--- config.mk ---
export PLATFORM = sky130hd
export DESIGN_NAME = stride2d_agen
export DESIGN_NICKNAME = d
export VERILOG_FILES = /design/src/rtl/stride2d_agen_pkg.sv /design/src/rtl/stride2d_agen_cnt.sv /design/src/rtl/stride2d_agen_desc.sv /design/src/rtl/stride2d_agen_addr.sv /design/src/rtl/stride2d_agen.sv
export SDC_FILE = /design/constraint.sdc
export NUM_CORES = 1
export LEC_CHECK = 0
export CORE_MARGIN = 3
export CORE_UTILIZATION = 52
export DETAILED_ROUTE_END_ITERATION = 10
export DONT_BUFFER_PORTS = 1
export PLACE_DENSITY = 0.7
export SYNTH_ARGS = -nofsm -noshare
export SYNTH_HDL_FRONTEND = slang
export SYNTH_SLANG_ARGS = --single-unit
--- constraint.sdc ---
create_clock -name clk -period 7.4 [get_ports clk]
set_clock_uncertainty 0.2 [all_clocks]
set_input_delay 0.37 -clock clk [delete_from_list [all_inputs] [get_ports clk]]
set_output_delay 0.37 -clock clk [all_outputs]
set_load 0.03 [all_outputs]
--- src/rtl/stride2d_agen_pkg.sv ---
package stride2d_agen_pkg;

    typedef enum logic [0:0] {
        AG_IDLE = 1'b0,
        AG_RUN  = 1'b1
    } agen_state_e;

    // Number of low address bits covered by one bus beat.
    function automatic int unsigned beat_shift(input int unsigned bytes);
        return $clog2(bytes);
    endfunction

endpackage

--- src/rtl/stride2d_agen_cnt.sv ---
// Wrapping counter: counts 0..limit, then wraps to zero on the next step.
module stride2d_agen_cnt #(
    parameter int W = 16
) (
    input  logic         clk,
    input  logic         rst,
    input  logic         clear,
    input  logic         step,
    input  logic [W-1:0] limit,
    output logic [W-1:0] count,
    output logic         at_limit
);
    logic [W-1:0] cnt_q;

    assign at_limit = (cnt_q == limit);
    assign count    = cnt_q;

    always_ff @(posedge clk) begin
        if (rst || clear) begin
            cnt_q <= '0;
        end else if (step) begin
            cnt_q <= at_limit ? '0 : cnt_q + W'(1);
        end
    end
endmodule

--- src/rtl/stride2d_agen_desc.sv ---
// Captures the accepted descriptor, with the sub-beat address bits cleared.
module stride2d_agen_desc #(
    parameter int ADDR_W    = 32,
    parameter int LEN_W     = 16,
    parameter int BUS_BYTES = 4
) (
    input  logic              clk,
    input  logic              rst,
    input  logic              load,
    input  logic [ADDR_W-1:0] in_addr,
    input  logic [LEN_W-1:0]  in_xlen,
    input  logic [LEN_W-1:0]  in_ylen,
    input  logic [ADDR_W-1:0] in_stride,
    input  logic              in_cyclic,
    output logic [ADDR_W-1:0] start_addr,
    output logic [ADDR_W-1:0] stride,
    output logic [LEN_W-1:0]  beats_m1,
    output logic [LEN_W-1:0]  lines_m1,
    output logic              cyclic
);
    import stride2d_agen_pkg::*;

    localparam int unsigned SH = beat_shift(BUS_BYTES);
    localparam logic [ADDR_W-1:0] SUB_MASK = ADDR_W'(BUS_BYTES - 1);

    typedef struct packed {
        logic [ADDR_W-1:0] start;
        logic [ADDR_W-1:0] stride;
        logic [LEN_W-1:0]  beats_m1;
        logic [LEN_W-1:0]  lines_m1;
        logic              cyclic;
    } desc_t;

    desc_t cur_q;
    desc_t nxt;

    always_comb begin
        nxt.start    = in_addr & ~SUB_MASK;
        nxt.stride   = in_stride & ~SUB_MASK;
        nxt.beats_m1 = in_xlen >> SH;
        nxt.lines_m1 = in_ylen;
        nxt.cyclic   = in_cyclic;
    end

    always_ff @(posedge clk) begin
        if (rst) begin
            cur_q <= '0;
        end else if (load) begin
            cur_q <= nxt;
        end
    end

    assign start_addr = cur_q.start;
    assign stride     = cur_q.stride;
    assign beats_m1   = cur_q.beats_m1;
    assign lines_m1   = cur_q.lines_m1;
    assign cyclic     = cur_q.cyclic;
endmodule

--- src/rtl/stride2d_agen_addr.sv ---
// Address datapath: a line base register plus a running beat address.
module stride2d_agen_addr #(
    parameter int ADDR_W    = 32,
    parameter int BUS_BYTES = 4
) (
    input  logic              clk,
    input  logic              rst,
    input  logic              load,
    input  logic [ADDR_W-1:0] load_addr,
    input  logic              step,
    input  logic              line_end,
    input  logic              wrap,
    input  logic [ADDR_W-1:0] start_addr,
    input  logic [ADDR_W-1:0] stride,
    output logic [ADDR_W-1:0] addr
);
    logic [ADDR_W-1:0] base_q;
    logic [ADDR_W-1:0] cur_q;
    logic [ADDR_W-1:0] next_line;

    always_comb begin
        next_line = wrap ? start_addr : base_q + stride;
    end

    always_ff @(posedge clk) begin
        if (rst) begin
            base_q <= '0;
            cur_q  <= '0;
        end else if (load) begin
            base_q <= load_addr;
            cur_q  <= load_addr;
        end else if (step) begin
            if (line_end) begin
                base_q <= next_line;
                cur_q  <= next_line;
            end else begin
                cur_q <= cur_q + ADDR_W'(BUS_BYTES);
            end
        end
    end

    assign addr = cur_q;
endmodule

--- src/rtl/stride2d_agen.sv ---
module stride2d_agen #(
    parameter int ADDR_W    = 32,
    parameter int LEN_W     = 16,
    parameter int BUS_BYTES = 4
) (
    input  logic              clk,
    input  logic              rst,
    input  logic              desc_valid,
    output logic              desc_ready,
    input  logic [ADDR_W-1:0] desc_addr,
    input  logic [LEN_W-1:0]  desc_xlen,
    input  logic [LEN_W-1:0]  desc_ylen,
    input  logic [ADDR_W-1:0] desc_stride,
    input  logic              desc_cyclic,
    output logic              out_valid,
    input  logic              out_ready,
    output logic [ADDR_W-1:0] out_addr,
    output logic              out_last,
    output logic              done
);
    import stride2d_agen_pkg::*;

    localparam logic [ADDR_W-1:0] SUB_MASK = ADDR_W'(BUS_BYTES - 1);

    agen_state_e       state_q;
    logic              done_q;
    logic              accept;
    logic              fire;
    logic              beat_end;
    logic              line_last;
    logic              frame_end;
    logic              cyc_q;
    logic [ADDR_W-1:0] start_q;
    logic [ADDR_W-1:0] stride_q;
    logic [LEN_W-1:0]  beats_m1_q;
    logic [LEN_W-1:0]  lines_m1_q;
    logic [LEN_W-1:0]  beat_cnt;
    logic [LEN_W-1:0]  line_cnt;

    assign desc_ready = (state_q == AG_IDLE);
    assign out_valid  = (state_q == AG_RUN);
    assign accept     = desc_valid && desc_ready;
    assign fire       = out_valid && out_ready;
    assign frame_end  = beat_end && line_last;
    assign out_last   = out_valid && frame_end;
    assign done       = done_q;

    stride2d_agen_desc #(
        .ADDR_W(ADDR_W), .LEN_W(LEN_W), .BUS_BYTES(BUS_BYTES)
    ) desc_i (
        .clk(clk), .rst(rst), .load(accept),
        .in_addr(desc_addr), .in_xlen(desc_xlen), .in_ylen(desc_ylen),
        .in_stride(desc_stride), .in_cyclic(desc_cyclic),
        .start_addr(start_q), .stride(stride_q),
        .beats_m1(beats_m1_q), .lines_m1(lines_m1_q), .cyclic(cyc_q)
    );

    stride2d_agen_cnt #(.W(LEN_W)) beat_cnt_i (
        .clk(clk), .rst(rst), .clear(accept), .step(fire),
        .limit(beats_m1_q), .count(beat_cnt), .at_limit(beat_end)
    );

    stride2d_agen_cnt #(.W(LEN_W)) line_cnt_i (
        .clk(clk), .rst(rst), .clear(accept), .step(fire && beat_end),
        .limit(lines_m1_q), .count(line_cnt), .at_limit(line_last)
    );

    stride2d_agen_addr #(.ADDR_W(ADDR_W), .BUS_BYTES(BUS_BYTES)) addr_i (
        .clk(clk), .rst(rst),
        .load(accept), .load_addr(desc_addr & ~SUB_MASK),
        .step(fire), .line_end(beat_end), .wrap(frame_end && cyc_q),
        .start_addr(start_q), .stride(stride_q), .addr(out_addr)
    );

    always_ff @(posedge clk) begin
        if (rst) begin
            state_q <= AG_IDLE;
            done_q  <= 1'b0;
        end else begin
            done_q <= 1'b0;
            case (state_q)
                AG_IDLE: if (accept) state_q <= AG_RUN;
                AG_RUN: begin
                    if (fire && frame_end && !cyc_q) begin
                        state_q <= AG_IDLE;
                        done_q  <= 1'b1;
                    end
                end
                default: state_q <= AG_IDLE;
            endcase
        end
    end

    // Counter values are exposed for the address datapath only through limits.
    logic unused_cnt;
    assign unused_cnt = ^{beat_cnt, line_cnt};
endmodule

==> impl_results.md, run 1 <==
- P_leak: 4.36 nW
- Placed inst area: 10,100 um2
- Die Span Y: 145 um
- Row cnt: 50
- Area Growth Syn to Fin: 15.6%
- Initial DRC count: 566
- Initial core utilization: 0.534
- Switching Power: 0.682 mW
- Nets: 1,477
- Clk sinks: 189
- Max Slew Vio Count: 0
- Ant. Diodes: 0
- Mapped Area: 10,100 um2
- Most common cell after layout, fill and taps aside: nand2_1
- Slew @ Worst Pin: 1.28 ns
- Setup TNS: 0 ns
- GPL Wtd Cong: 0.884
- Die footprint: 21,100 um2
- CP Launch Type: flip-flop
- WP data required: 7.56 ns
- Routed WL: 28.6 mm
- Ys Warns: 0
- EDFF count, synth: 0
- Vias in the first global route: 8,750
- Final HPWL DP: 18.4 mm
- Flop pwr share: 0.472
- WL per Instance: 17.7 um
- Tcrit/Tclk final: 0.465
- Comb pwr share: 0.139
- Seq/Total Area, Yosys: 0.375
- CTS buffer count: 17
- Syn avg cell area: 7.76 um2
- Int Pwr: 1.74 mW
- Asr flop ratio synth: 0
- Netlist cell types: 82
- CTS tree: done
- GRT Residual Overflow: 0
- Global-route wire length before repair: 45.3 mm
- Die width: 145 um
- Post-synthesis cell count: 1,300
- Final non-filler cell area: 11,700 um2
- Gr usage total: 0.261
- Status: finished clean
- Avg Vias per Cell: 5.85
- Crit path time final: 3.44 ns
- Hold bufs inserted after CTS: 91
- H-tree depth: 4
- Commonest non-fill, non-tap cells in the layout: nand2_1, dfxtp_1, a21oi_1
- CP arrival: 3.60 ns
- Resize count post-CTS: 0
- Syn_nets: 1,434
- Switching share of power: 0.282
- Final setup fails: 0
- CP Class: flip-flop to flip-flop
- Max Cap Viol: 0
- Clock power share: 0.389
- RSZ-0062 raised after global routing: false
- Core region area: 18,900 um2
- Via count: 9,435
- Post-Layout Cell Count: 1,614
- Crit-path max FO: 23
- Layout cells sized above 1: 0.0510
- Final ANT Viol Nets: 0
- Pre-antenna DRT Iters: 5
- Util after Layout: 0.617
- Postcts setup bufs: 0
- Hold WS: 0.0147 ns
- Largest net degree at the start of global routing: 141
- #FFs+latches synth: 189
- Clock Latency Late Sink: 0.44 ns
- Slew margin rel.: 0.144
- Maximum VDD drop: 162 uV
- # DRC: 0
- Clock Tree Root: clkbuf_16
- Pwr dens: 207 nW/um2
- HP Class: primary input to flip-flop
- Top FF cell, synth: dfxtp_1
- Clock buffer depth: 2
- Port Buf Inserts: 0
- Initial antenna violation count: 0
- Clock-pin slew on the worst setup and hold paths: 0.07 ns
- Inst Count DP: 1,493
- Highest Clock Rate: 0.291 GHz
- Crit end category: flip-flop
- Hold Violations, Final: 0
- IO Count: 137
-- Yosys cell counts (3+ instances only) --
cell type  instances  area share
and4_1             8      0.0069
a221oi_1           3      0.0026
a211oi_1           6      0.0045
a21o_1            14       0.010
nand4_1           24       0.015
xor2_1            29       0.025
o21a_1            13      0.0097
nor3_1            20      0.0099
dfxtp_1          189        0.37
or3_1             15      0.0093
nand3_1           36       0.018
o211ai_1           9      0.0067
o21ai_1            3      0.0015
o21bai_1           3      0.0022
ha_1              32       0.040
buf_6              4      0.0045
nor2_1            70       0.026
nor4_4             3      0.0063
buf_1             11      0.0041
or4_1              5      0.0037
nor2b_1            4      0.0025
inv_1             11      0.0041
and3_1            23       0.014
a31oi_1           20       0.012
nand2b_1           8      0.0050
buf_2              7      0.0035
xnor2_1           42       0.036
a21boi_0           8      0.0060
nor4_1             9      0.0056
mux2_2             3      0.0033
mux2i_1           11       0.011
nand2_1          289        0.11
buf_4              5      0.0037
o22ai_1            7      0.0043
o21ai_0           55       0.027
a21oi_1          187       0.093
and2_1            14      0.0087
clkbuf_1          45       0.017
-- final timing paths --
check             cells after the start  slack, ns             startpoint                    end
setup / recovery                      8       3.96    beat_cnt_i.count[0]        addr_i.addr[20]
hold / removal                        2       0.01          desc_addr[30]  desc_i.start_addr[30]
hold reg to reg                       2       0.25  desc_i.start_addr[16]  desc_i.start_addr[16]
setup reg to reg                      8       3.96    beat_cnt_i.count[0]        addr_i.addr[20]
-- power by group through the flow --
stage | logic [mW] | clock network [mW] | registers (mW)
after global placement | 0.271 | 0 | 1.16
after detailed placement | 0.277 | 0 | 1.16
after global routing | 0.372 | 0.995 | 1.15
final | 0.335 | 0.942 | 1.14
after floorplan | 0.234 | 0 | 1.14
after CTS | 0.331 | 0.955 | 1.14
-- layer usage --
metal	GRT usage	vias to the layer above	wire length (um)
li1	-	4661	-
met5	0	-	0
met3	0.0528	53	1930
met1	0.340	4409	12400
met4	0.0931	0	746
met2	0.433	312	13500
-- area by class of cell --
type	instances	area, um2
fillers	1736	7230
multi-input cells	1026	5940
flip-flops and latches	189	3780
repair buffers	98	981
clock buffers	18	429
well taps	260	325
clock inverters	12	163
inverters	11	41.3
-- registers in the layout (all words and copies together) (netlist names), named ones only --
register           flops
out_valid              1
desc_i.start_addr     30
desc_i.beats_m1       14
line_cnt_i.count      16
desc_i.cyclic          1
desc_i.lines_m1       16
addr_i.base_q         32
desc_i.stride         30
done                   1
addr_i.addr           30
beat_cnt_i.count      16
-- critical path, stage by stage, from the launching register on --
cell     delay, ns
dfxtp_1       0.43
xnor2_1       0.17
nand4_1       0.13
nor2_1        0.56
nand3_2       0.72
or3_1         0.56
mux2_2        0.26
and3_1        0.18
a21oi_1       0.14
-- metrics by stage --
step	total power, mW	setup slack (ns)
final	2.42	3.96
after global routing	2.51	3.76
after CTS	2.43	3.98
after detailed placement	1.44	4.06
after global placement	1.43	4.10
after floorplan	1.38	4.40
-- cells by family after synthesis --
family          count (synthesis)  synth area share
compound gates                358             0.211
xor+xnor                       71            0.0616
mux                            14            0.0143
flops                         189             0.375
fa+ha+maj                      33            0.0417
simple gates                  550             0.258
buf+inv                        85            0.0381
(Power assumes the default switching activity.)
==> inputs of run 2 (changes only) <==
==> constraint.sdc (replaced) <==
create_clock -name clk -period 3.3 [get_ports clk]
set_clock_uncertainty 0.2 [all_clocks]
set_input_delay 0.165 -clock clk [delete_from_list [all_inputs] [get_ports clk]]
set_output_delay 0.165 -clock clk [all_outputs]
set_load 0.03 [all_outputs]
==> impl_results.md, run 2 (same netlist as run 1, synthesis figures left out) <==
- Clock Latency Late Sink: 0.44 ns (about the same)
- Avg Vias per Cell: 5.77 (-1.3%)
- # DRC: 0 (unchanged)
- GRT Residual Overflow: 0 (unchanged)
- Initial antenna violation count: 0 (unchanged)
- Area Growth Syn to Fin: 19.6%
- Layout cells sized above 1: 0.0804 (+0.0295)
- Worst R2R End: addr_i.base_q[30]
- Hold_sp: rst
- Max Slew Vio Count: 0 (unchanged)
- Critical path buffers and inverters: 1 (+1)
- Slew margin rel.: 0.317 (+0.173)
- CTS tree: done
- Crit-path max FO: 4 (-83%)
- Final setup fails: 0 (unchanged)
- Clk sinks: 189 (unchanged)
- Postcts setup bufs: 0 (unchanged)
- WP data required: 3.46 ns (-4.10 ns)
- CP Class: flip-flop to flip-flop
- Nets: 1,527 (+3.4%)
- Status: complete, but fails checks
- WL per Instance: 17.6 um (-0.79%)
- Worst Hold Path EP: desc_i.beats_m1[7]
- H-tree depth: 4 (unchanged)
- CTS buffer count: 17 (unchanged)
- Setup TNS: 0 ns (unchanged)
- Clock Tree Root: clkbuf_16
- CP arrival: 3.36 ns (-0.24 ns)
- Pre-antenna DRT Iters: 5 (unchanged)
- Initial DRC count: 728 (+29%)
- Die width: 145 um (unchanged)
- Core region area: 18,900 um2 (unchanged)
- Final Total Pwr: 5.44 mW (+130%)
- Highest Clock Rate: 0.312 GHz (+7.3%)
- Clock-pin slew on the worst setup and hold paths: 0.07 ns (about the same)
- Clock buffer depth: 2 (unchanged)
- Via count: 9,611 (+1.9%)
- IO Count: 137 (unchanged)
- Cell-by-cell trace of the critical path: ha_2, inv_1, fa_1, and2b_4, o31a_4, o211ai_4, o211a_4, o31a_1, and4b_1, or4_4, a31oi_2
- Max reg flops: 32 (unchanged)
- Commonest non-fill, non-tap cells in the layout: nand2_1, dfxtp_1, a21oi_1
- Row cnt: 50 (unchanged)
- Port Buf Inserts: 0 (unchanged)
- Crit path time final: 3.20 ns (-0.235 ns)
- R2r setup slk: 0.1 ns (-3.86 ns)
- HP Class: primary input to flip-flop
- Most common cell after layout, fill and taps aside: nand2_1
- RR Startpoint: addr_i.base_q[2]
- R2r worst-path depth: 11 (+3)
- Hold Violations, Final: 2 (+2)
- Final ANT Viol Nets: 0 (unchanged)
- Pwr dens: 451 nW/um2 (+120%)
- CP Launch Type: flip-flop
- RSZ-0062 raised after global routing: false
- Slowest-stage cell, CP: or4_4
- Final HPWL DP: 20.1 mm (+9.0%)
- Largest net degree at the start of global routing: 149 (+5.7%)
- P_leak: 4.61 nW (+5.6%)
- Die footprint: 21,100 um2 (unchanged)
- # fillers: 1,674 (-3.6%)
- Gr usage total: 0.271 (+0.00933)
- Slowest Stage Delay on Critical Path: 0.49 ns (-0.23 ns)
- Global-route wire length before repair: 46.8 mm (+3.4%)
- Hold WS: -0.00586 ns (-0.0206 ns)
- Tcrit/Tclk final: 0.971 (+0.506)
- Max Cap Viol: 0 (unchanged)
- Die Span Y: 145 um (unchanged)
- Failing checks: hold timing
- Vias in the first global route: 9,228 (+5.5%)
- Ant. Diodes: 0 (unchanged)
- Initial core utilization: 0.534 (unchanged)
- GPL Wtd Cong: 0.943 (+6.7%)
- Crit end category: flip-flop
- Routed WL: 29.2 mm (+2.3%)
- Largest Register: addr_i.base_q
- Hold path depth: 2 (unchanged)
- Crit-path leading delay family: simple AND/OR/NAND/NOR gates
- Slew @ Worst Pin: 1.02 ns (-0.255 ns)
- Maximum VDD drop: 358 uV (+120%)
run 2: power breakdown:
part	switching (mW)	leakage, nW	internal [mW]
Clock	0.929	0.275	1.14
Combinational	0.523	2.78	0.345
Sequential	0.107	1.55	2.40
run 2: worst max-delay path by stage:
stage                          start           endpoint  cells past startpoint
CTS                 addr_i.base_q[2]  addr_i.base_q[30]                     11
global route        addr_i.base_q[2]  addr_i.base_q[30]                     11
finish              addr_i.base_q[2]  addr_i.base_q[30]                     11
floorplan           addr_i.base_q[2]  addr_i.base_q[30]                     11
global placement    addr_i.base_q[2]  addr_i.base_q[30]                     11
detailed placement  addr_i.base_q[2]  addr_i.base_q[30]                     11
run 2: stage by stage:
stage,hold WS (ns),setup WS [ns],util,std cells,area [um2]
2_1_floorplan,0.101,0.302,-,1300,10100
3_3_place_gp,0.0474,0.191,0.555,1536,10500
3_5_place_dp,0.0465,0.165,0.555,1536,10500
4_1_cts,0.0225,0.125,0.639,1665,12100
5_1_grt,0.0313,0.000315,0.639,1665,12100
6_report,-0.00586,0.0966,0.639,1665,12100
run 2: layout make-up:
cell class	instances	area (um2)	area share
multi-input cells	1026	5940	0.492
inverters	11	41.3	0.00342
clock buffers	20	447	0.0370
flip-flops and latches	189	3780	0.313
repair buffers	148	1400	0.116
clock inverters	11	134	0.0111
well taps	260	325	0.0270
run 2: routing by layer:
metal	wire length [um]	GRT usage	up-vias
li1	-	-	4772
met1	12600	0.343	4451
met2	13900	0.457	333
met3	1910	0.0515	55
met4	813	0.106	0
met5	0	0	-
run 2: what timing repair did:
action	4_1_cts	5_1_grt
hold endpoints to repair	158	0
gates resized for setup	0	1
endpoints found under the setup margin	0	1
hold buffers	98	0
run 2: worst reg2reg max path, delay by kind of cell (launching register included):
kind,cells,cell delay [ns]
and+or+nand+nor,3,0.98
AOI/OAI and AO/OA,5,0.95
adders and majority gates,2,0.57
DFF,1,0.36
buffers and inverters,1,0.05
